<file path="config.mk">
export PLATFORM = sky130hd
export DESIGN_NAME = refresh_batcher
export DESIGN_NICKNAME = d
export VERILOG_FILES = /design/src/rtl/rfb_pkg.sv /design/src/rtl/rfb_interval_timer.sv /design/src/rtl/rfb_batch_accum.sv /design/src/rtl/rfb_seq_engine.sv /design/src/rtl/refresh_batcher.sv
export SDC_FILE = /design/constraint.sdc
export NUM_CORES = 1
export LEC_CHECK = 0
export BUFFER_PORTS_ARGS = -buffer_cell sky130_fd_sc_hd__buf_2
export CAP_MARGIN = 20
export CORE_ASPECT_RATIO = 1.25
export CORE_MARGIN = 3
export CORE_UTILIZATION = 38
export DETAILED_ROUTE_END_ITERATION = 8
export PLACE_DENSITY_LB_ADDON = 0.15
export SYNTH_ARGS = -nofsm -noshare
export SYNTH_HDL_FRONTEND = slang
export SYNTH_SLANG_ARGS = --single-unit
</file>
<file path="constraint.sdc">
create_clock -name clk -period 1.7 [get_ports clk]
set_clock_uncertainty 0.05 [all_clocks]
set_input_delay 0.17 -clock clk [delete_from_list [all_inputs] [get_ports clk]]
set_output_delay 0.17 -clock clk [all_outputs]
set_load 0.01 [all_outputs]
</file>
<file path="src/rtl/rfb_pkg.sv">
package rfb_pkg;

   typedef enum logic [1:0] {
      CMD_NOP  = 2'b00,
      CMD_PREA = 2'b01,
      CMD_AREF = 2'b10
   } cmd_kind_e;

   typedef enum logic [1:0] {
      CT_IDLE,
      CT_WAIT_GNT,
      CT_RUN
   } ctl_state_e;

   typedef enum logic [2:0] {
      SQ_IDLE,
      SQ_PRE,
      SQ_WRP,
      SQ_REF,
      SQ_WRFC
   } seq_state_e;

endpackage

</file>
<file path="src/rtl/rfb_interval_timer.sv">
module rfb_interval_timer #(
   parameter int unsigned INTERVAL = 64
) (
   input  logic clk,
   input  logic rst_n,
   output logic tick
);
   localparam int unsigned CW = $clog2(INTERVAL);

   logic [CW-1:0] cnt;

   assign tick = (cnt == '0);

   always_ff @(posedge clk) begin
      if (!rst_n)        cnt <= CW'(INTERVAL - 1);
      else if (tick)     cnt <= CW'(INTERVAL - 1);
      else               cnt <= cnt - 1'b1;
   end

   // the free-running tick is a single-cycle pulse
   a_r10_tick_isolated: assert property (@(posedge clk) disable iff (!rst_n)
      tick |=> !tick);

endmodule

</file>
<file path="src/rtl/rfb_batch_accum.sv">
module rfb_batch_accum #(
   parameter int unsigned N_BATCH = 1
) (
   input  logic clk,
   input  logic rst_n,
   input  logic tick,
   output logic batch_req
);
   generate
      if (N_BATCH == 1) begin : g_pass
         always_ff @(posedge clk) begin
            if (!rst_n) batch_req <= 1'b0;
            else        batch_req <= tick;
         end
      end else begin : g_count
         localparam int unsigned CW = $clog2(N_BATCH);
         logic [CW-1:0] left;

         always_ff @(posedge clk) begin
            if (!rst_n) begin
               left      <= CW'(N_BATCH - 1);
               batch_req <= 1'b0;
            end else begin
               batch_req <= 1'b0;
               if (tick) begin
                  if (left == '0) begin
                     left      <= CW'(N_BATCH - 1);
                     batch_req <= 1'b1;
                  end else begin
                     left <= left - 1'b1;
                  end
               end
            end
         end
      end
   endgenerate

   // one batch request per batch boundary, never two in a row
   a_r1_req_single: assert property (@(posedge clk) disable iff (!rst_n)
      batch_req |=> !batch_req);

endmodule

</file>
<file path="src/rtl/rfb_seq_engine.sv">
module rfb_seq_engine
   import rfb_pkg::*;
#(
   parameter int unsigned T_RP    = 3,
   parameter int unsigned T_RFC   = 10,
   parameter int unsigned N_BATCH = 1
) (
   input  logic      clk,
   input  logic      rst_n,
   input  logic      start,
   output logic      cmd_valid,
   input  logic      cmd_ready,
   output cmd_kind_e cmd_kind,
   output logic      all_done
);
   localparam int unsigned TMAX = (T_RP > T_RFC) ? T_RP : T_RFC;
   localparam int unsigned WW   = $clog2(TMAX);

   seq_state_e    st;
   logic [WW-1:0] wcnt;
   logic          wait_end;
   logic          seq_end;
   logic          chain_zero;

   assign wait_end = (wcnt == '0);
   assign seq_end  = (st == SQ_WRFC) && wait_end;
   assign all_done = seq_end && chain_zero;

   // remaining sequences after the current one
   generate
      if (N_BATCH == 1) begin : g_single
         assign chain_zero = 1'b1;
      end else begin : g_chain
         localparam int unsigned CCW = $clog2(N_BATCH);
         logic [CCW-1:0] chain;

         assign chain_zero = (chain == '0);

         always_ff @(posedge clk) begin
            if (!rst_n)                      chain <= '0;
            else if (start)                  chain <= CCW'(N_BATCH - 1);
            else if (seq_end && !chain_zero) chain <= chain - 1'b1;
         end
      end
   endgenerate

   always_ff @(posedge clk) begin
      if (!rst_n) begin
         st   <= SQ_IDLE;
         wcnt <= '0;
      end else begin
         unique case (st)
            SQ_IDLE: if (start) st <= SQ_PRE;
            SQ_PRE: if (cmd_ready) begin
               st   <= SQ_WRP;
               wcnt <= WW'(T_RP - 2);
            end
            SQ_WRP: begin
               if (wait_end) st   <= SQ_REF;
               else          wcnt <= wcnt - 1'b1;
            end
            SQ_REF: if (cmd_ready) begin
               st   <= SQ_WRFC;
               wcnt <= WW'(T_RFC - 2);
            end
            SQ_WRFC: begin
               if (wait_end) st   <= chain_zero ? SQ_IDLE : SQ_PRE;
               else          wcnt <= wcnt - 1'b1;
            end
            default: st <= SQ_IDLE;
         endcase
      end
   end

   always_comb begin
      cmd_valid = 1'b0;
      cmd_kind  = CMD_NOP;
      if (st == SQ_PRE) begin
         cmd_valid = 1'b1;
         cmd_kind  = CMD_PREA;
      end else if (st == SQ_REF) begin
         cmd_valid = 1'b1;
         cmd_kind  = CMD_AREF;
      end
   end

   // a stalled command stays valid with the same code
   a_r6_hold_until_ready: assert property (@(posedge clk) disable iff (!rst_n)
      (cmd_valid && !cmd_ready) |=> (cmd_valid && $stable(cmd_kind)));

   // only the two refresh command codes are ever presented
   a_r5_kind_legal: assert property (@(posedge clk) disable iff (!rst_n)
      cmd_valid |-> (cmd_kind == CMD_PREA || cmd_kind == CMD_AREF));

   // a new burst is only started while no command is outstanding
   a_r4_start_when_quiet: assert property (@(posedge clk) disable iff (!rst_n)
      start |-> !cmd_valid);

endmodule

</file>
<file path="src/rtl/refresh_batcher.sv">
module refresh_batcher
   import rfb_pkg::*;
#(
   parameter int unsigned T_REFI  = 64,
   parameter int unsigned T_RP    = 3,
   parameter int unsigned T_RFC   = 10,
   parameter int unsigned N_BATCH = 1
) (
   input  logic       clk,
   input  logic       rst_n,
   input  logic       refresh_en,
   output logic       bus_req,
   input  logic       bus_gnt,
   output logic       cmd_valid,
   input  logic       cmd_ready,
   output logic [1:0] cmd_kind
);
   generate
      if (T_RP < 2) begin : g_bad_rp
         $error("T_RP must be at least 2");
      end
      if (T_RFC < 2) begin : g_bad_rfc
         $error("T_RFC must be at least 2");
      end
      if (N_BATCH < 1) begin : g_bad_n
         $error("N_BATCH must be at least 1");
      end
      if (T_REFI <= T_RP + T_RFC) begin : g_bad_refi
         $error("T_REFI must exceed T_RP + T_RFC");
      end
   endgenerate

   ctl_state_e st;
   logic       tick;
   logic       batch_req;
   logic       start;
   logic       seq_done;
   cmd_kind_e  kind_e;

   rfb_interval_timer #(.INTERVAL(T_REFI)) u_timer (
      .clk   (clk),
      .rst_n (rst_n),
      .tick  (tick)
   );

   rfb_batch_accum #(.N_BATCH(N_BATCH)) u_accum (
      .clk       (clk),
      .rst_n     (rst_n),
      .tick      (tick),
      .batch_req (batch_req)
   );

   rfb_seq_engine #(.T_RP(T_RP), .T_RFC(T_RFC), .N_BATCH(N_BATCH)) u_engine (
      .clk       (clk),
      .rst_n     (rst_n),
      .start     (start),
      .cmd_valid (cmd_valid),
      .cmd_ready (cmd_ready),
      .cmd_kind  (kind_e),
      .all_done  (seq_done)
   );

   assign cmd_kind = kind_e;
   assign start    = (st == CT_WAIT_GNT) && bus_gnt;
   assign bus_req  = (st != CT_IDLE);

   always_ff @(posedge clk) begin
      if (!rst_n) begin
         st <= CT_IDLE;
      end else begin
         unique case (st)
            CT_IDLE:     if (batch_req && refresh_en) st <= CT_WAIT_GNT;
            CT_WAIT_GNT: if (bus_gnt)                 st <= CT_RUN;
            CT_RUN:      if (seq_done)                st <= CT_IDLE;
            default:                                  st <= CT_IDLE;
         endcase
      end
   end

   // commands appear only while the bus is requested
   a_r4_valid_in_request: assert property (@(posedge clk) disable iff (!rst_n)
      cmd_valid |-> bus_req);

   // no request is raised while refresh is disabled
   a_r3_disabled_quiet: assert property (@(posedge clk) disable iff (!rst_n)
      (!bus_req && !refresh_en) |=> !bus_req);

   // the request is held until the last sequence has finished
   a_r9_hold_until_done: assert property (@(posedge clk) disable iff (!rst_n)
      (bus_req && !seq_done) |=> bus_req);

endmodule

</file>
==> qor.csv <==
metric;value;unit
outcome;complete, no violations;
clk_latency;0.28;ns
vias_per_cell;5.49;
min_period;1.67;ns
syn_to_final_growth;17.5;%
h-tree-depth;1;
syn_inst;90;
place.gp.congestion;0.788;
grt_pass1_wl;2.64;mm
ys_ff_latch;16;
ys_seq_area_share;39.2;%
num_vias;692;
crit_type;reg2reg;
start_kind;register;
finalNetCount;115;
worstPathCellList;inv_1 -> ha_1 -> or3b_4 -> o21ai_4 -> or4_1 -> a21oi_1;
syn-cell-area;817;um^2
finalCritPeriodShare;98.2;%
critPathMaxStageDelay;0.49;ns
die-area;0.00275;mm^2
drc;0;
syn-num-nets;98;
cts_tree;yes;
fmax;599;MHz
yosys.area.top_type;dfxtp_1;
drv_cap;0;
path_depth;6;
cp_top_family;simple AND/OR/NAND/NOR gates;
ir_worst_vdd;0.489;mV
worst-r2r-cell-count;6;
slew_headroom;82.4;%
whs;0.0696;ns
core-area;0.00200;mm^2
fin_area;960;um^2
path_clk_slew;0.10;ns
tightest_slew;0.260;ns
cts-buffers-inserted;3;
ioPinCount;9;
power_leakage;0.392;nW
synth.distinct_cells;37;
drt_iter0_markers;13;
hold_depth;2;
ant_nets;0;
required;1.85;ns
setup_violations;0;
cp_data_arrival_time;1.82;ns
grt_pass1_vias;651;
die_x;47.5;um
cts_max_path_buffers;2;
portBuffers;8;
power.density;680;mW/mm^2
rsz0062_at_grt;true;
dpl.hpwl;1.20;mm
overflow;0;
yosysTopAreaCellShare;39.2;%
hold_viol_final;0;
place_area;911;um^2
min_path_type;in2reg;
drive_gt1_share;28.3;%
synth_area_leaders;dfxtp_1, nand2_1, ha_1;
wl_per_cell;12.4;um
slew_viol_final;0;
grtUsageTotal;13.4;%
start_util;40.8;%
cp_slowest_cell;or4_1;
antenna_found_initial;0;
grt_max_degree;10;
finalCoreUtilization;47.9;%
drtPass1Iterations;4;
crit_buf_inv;1;
ys.warnings.count;0;
avgSynthCellArea;9.08;um^2
rows;18;
post_cts_buffers;0;
crit_fanout;7;
wl;1.56;mm
cts_sinks;16;
antennaDiodeCount;0;
fp.dieH;57.8;um
cp-end-kind;register;
cts_root_buffer;clkbuf_4;
==> metal layers <==
layer	global-route usage (%)	vias to the layer above	wire length, um
met1	14.9	329	716
met2	21.5	7	790
met3	3.73	2	33
met4	8.30	0	21
met5	0	-	0
li1	-	354	-
==> stage by stage <==
stage | worst slack [ns] | TNS (ns) | std cells | total power (W)
final | 0.0314 | 0 | 126 | 0.000653
after global routing | -0.0154 | -0.0154 | 126 | 0.000692
after CTS | 0.00274 | 0 | 126 | 0.000666
after detailed placement | 0.0271 | 0 | 122 | 0.000416
after global placement | 0.0506 | 0 | 122 | 0.000415
after floorplan | 0.0658 | 0 | 90 | 0.000405
==> logic make-up (layout without fill, tap and decap cells) <==
kind of cell	Yosys count	after routing	synth area share, %
and+or+nand+nor	41	41	29.4
DFF	16	16	39.2
AOI/OAI and AO/OA	15	15	14.2
buffers and inverters	8	24	4.75
xor gates and xnor gates	6	6	6.43
adders and majority gates	3	3	4.59
muxes	1	1	1.38
==> cells in the mapped netlist <==
| library cell | count |
|---|---|
| and2b_1 | 1 |
| buf_6 | 1 |
| dfxtp_1 | 16 |
| o211a_1 | 1 |
| nand2_1 | 11 |
| and2b_2 | 1 |
| o21a_1 | 1 |
| buf_2 | 1 |
| nand3b_1 | 1 |
| nor3_1 | 5 |
| or3_1 | 2 |
| mux2_2 | 1 |
| xor2_1 | 3 |
| or3b_2 | 2 |
| nor2_1 | 6 |
| o21ai_2 | 1 |
| a21oi_1 | 4 |
| nor3b_2 | 1 |
| a22oi_1 | 2 |
| clkinv_1 | 1 |
| and2_2 | 1 |
| or4_1 | 1 |
| or2_2 | 1 |
| a21o_2 | 1 |
| xnor2_1 | 3 |
| and2_1 | 1 |
| nor4_1 | 1 |
| and4_1 | 1 |
| o32ai_1 | 2 |
| and3b_1 | 1 |
| inv_1 | 5 |
| ha_1 | 3 |
| o41ai_1 | 1 |
| a311oi_1 | 1 |
| o2111a_1 | 1 |
| nor3b_4 | 1 |
| nand3_1 | 3 |
==> repair_timing <==
item | in CTS | in global routing
resized for setup | 2 | 2
hold buffers | 0 | 0
cloned | 0 | 0
setup endpoints to repair | 1 | 1
pin swaps | 0 | 1
==> area by class of cell <==
class,count,area [um^2]
Clock buffer,4,36.3
Fill cell,206,1040
Timing Repair Buffer,14,85.1
Multi-Input combinational cell,66,468
Tap cell,20,25.0
Sequential cell,16,323
Inverter,6,22.5
==> registers in the layout, indices dropped and copies added (netlist names) <==
register,cells
u_engine.wcnt,4
u_timer.cnt,6
u_accum.batch_req,1
u_engine.st,3
st,2
==> layout by cell type, fill, tap and decap left out, types with 2 or more instances in the layout <==
master	instances
a21oi_1	4
a22oi_1	2
buf_2	8
buf_4	6
clkbuf_4	3
dfxtp_1	14
dfxtp_2	2
ha_1	3
inv_1	5
nand2_1	11
nand3_1	3
nor2_1	6
nor3_1	5
o32ai_1	2
or3_1	2
xnor2_1	3
xor2_1	3
==> power by group <==
| group | leakage [nW] | total (W) | internal, W | switching [W] |
|---|---|---|---|---|
| registers | 0.131 | 0.000384 | 0.000381 | 0.00000356 |
| clock network | 0.0210 | 0.000246 | 0.000130 | 0.000115 |
| logic | 0.240 | 0.0000229 | 0.00000932 | 0.0000136 |
| total | 0.392 | 0.000653 | 0.000520 | 0.000133 |
==> worst reg2reg max path: stages (launching register included) <==
cell	delay, ns
dfxtp_2	0.33
inv_1	0.05
ha_1	0.19
or3b_4	0.27
o21ai_4	0.09
or4_1	0.49
a21oi_1	0.13
==> path summary, 6_finish.rpt <==
kind	start	end	slack, ns
setup / recovery	u_engine.wcnt[0]$_SDFFE_PN0P_	u_engine.wcnt[1]$_SDFFE_PN0P_	0.03
hold reg to reg	u_timer.cnt[0]$_SDFF_PP1_	u_timer.cnt[0]$_SDFF_PP1_	0.35
setup reg to reg	u_engine.wcnt[0]$_SDFFE_PN0P_	u_engine.wcnt[1]$_SDFFE_PN0P_	0.03
hold / removal	rst_n	u_timer.cnt[4]$_SDFF_PP1_	0.07
(Power assumes the default switching activity.)
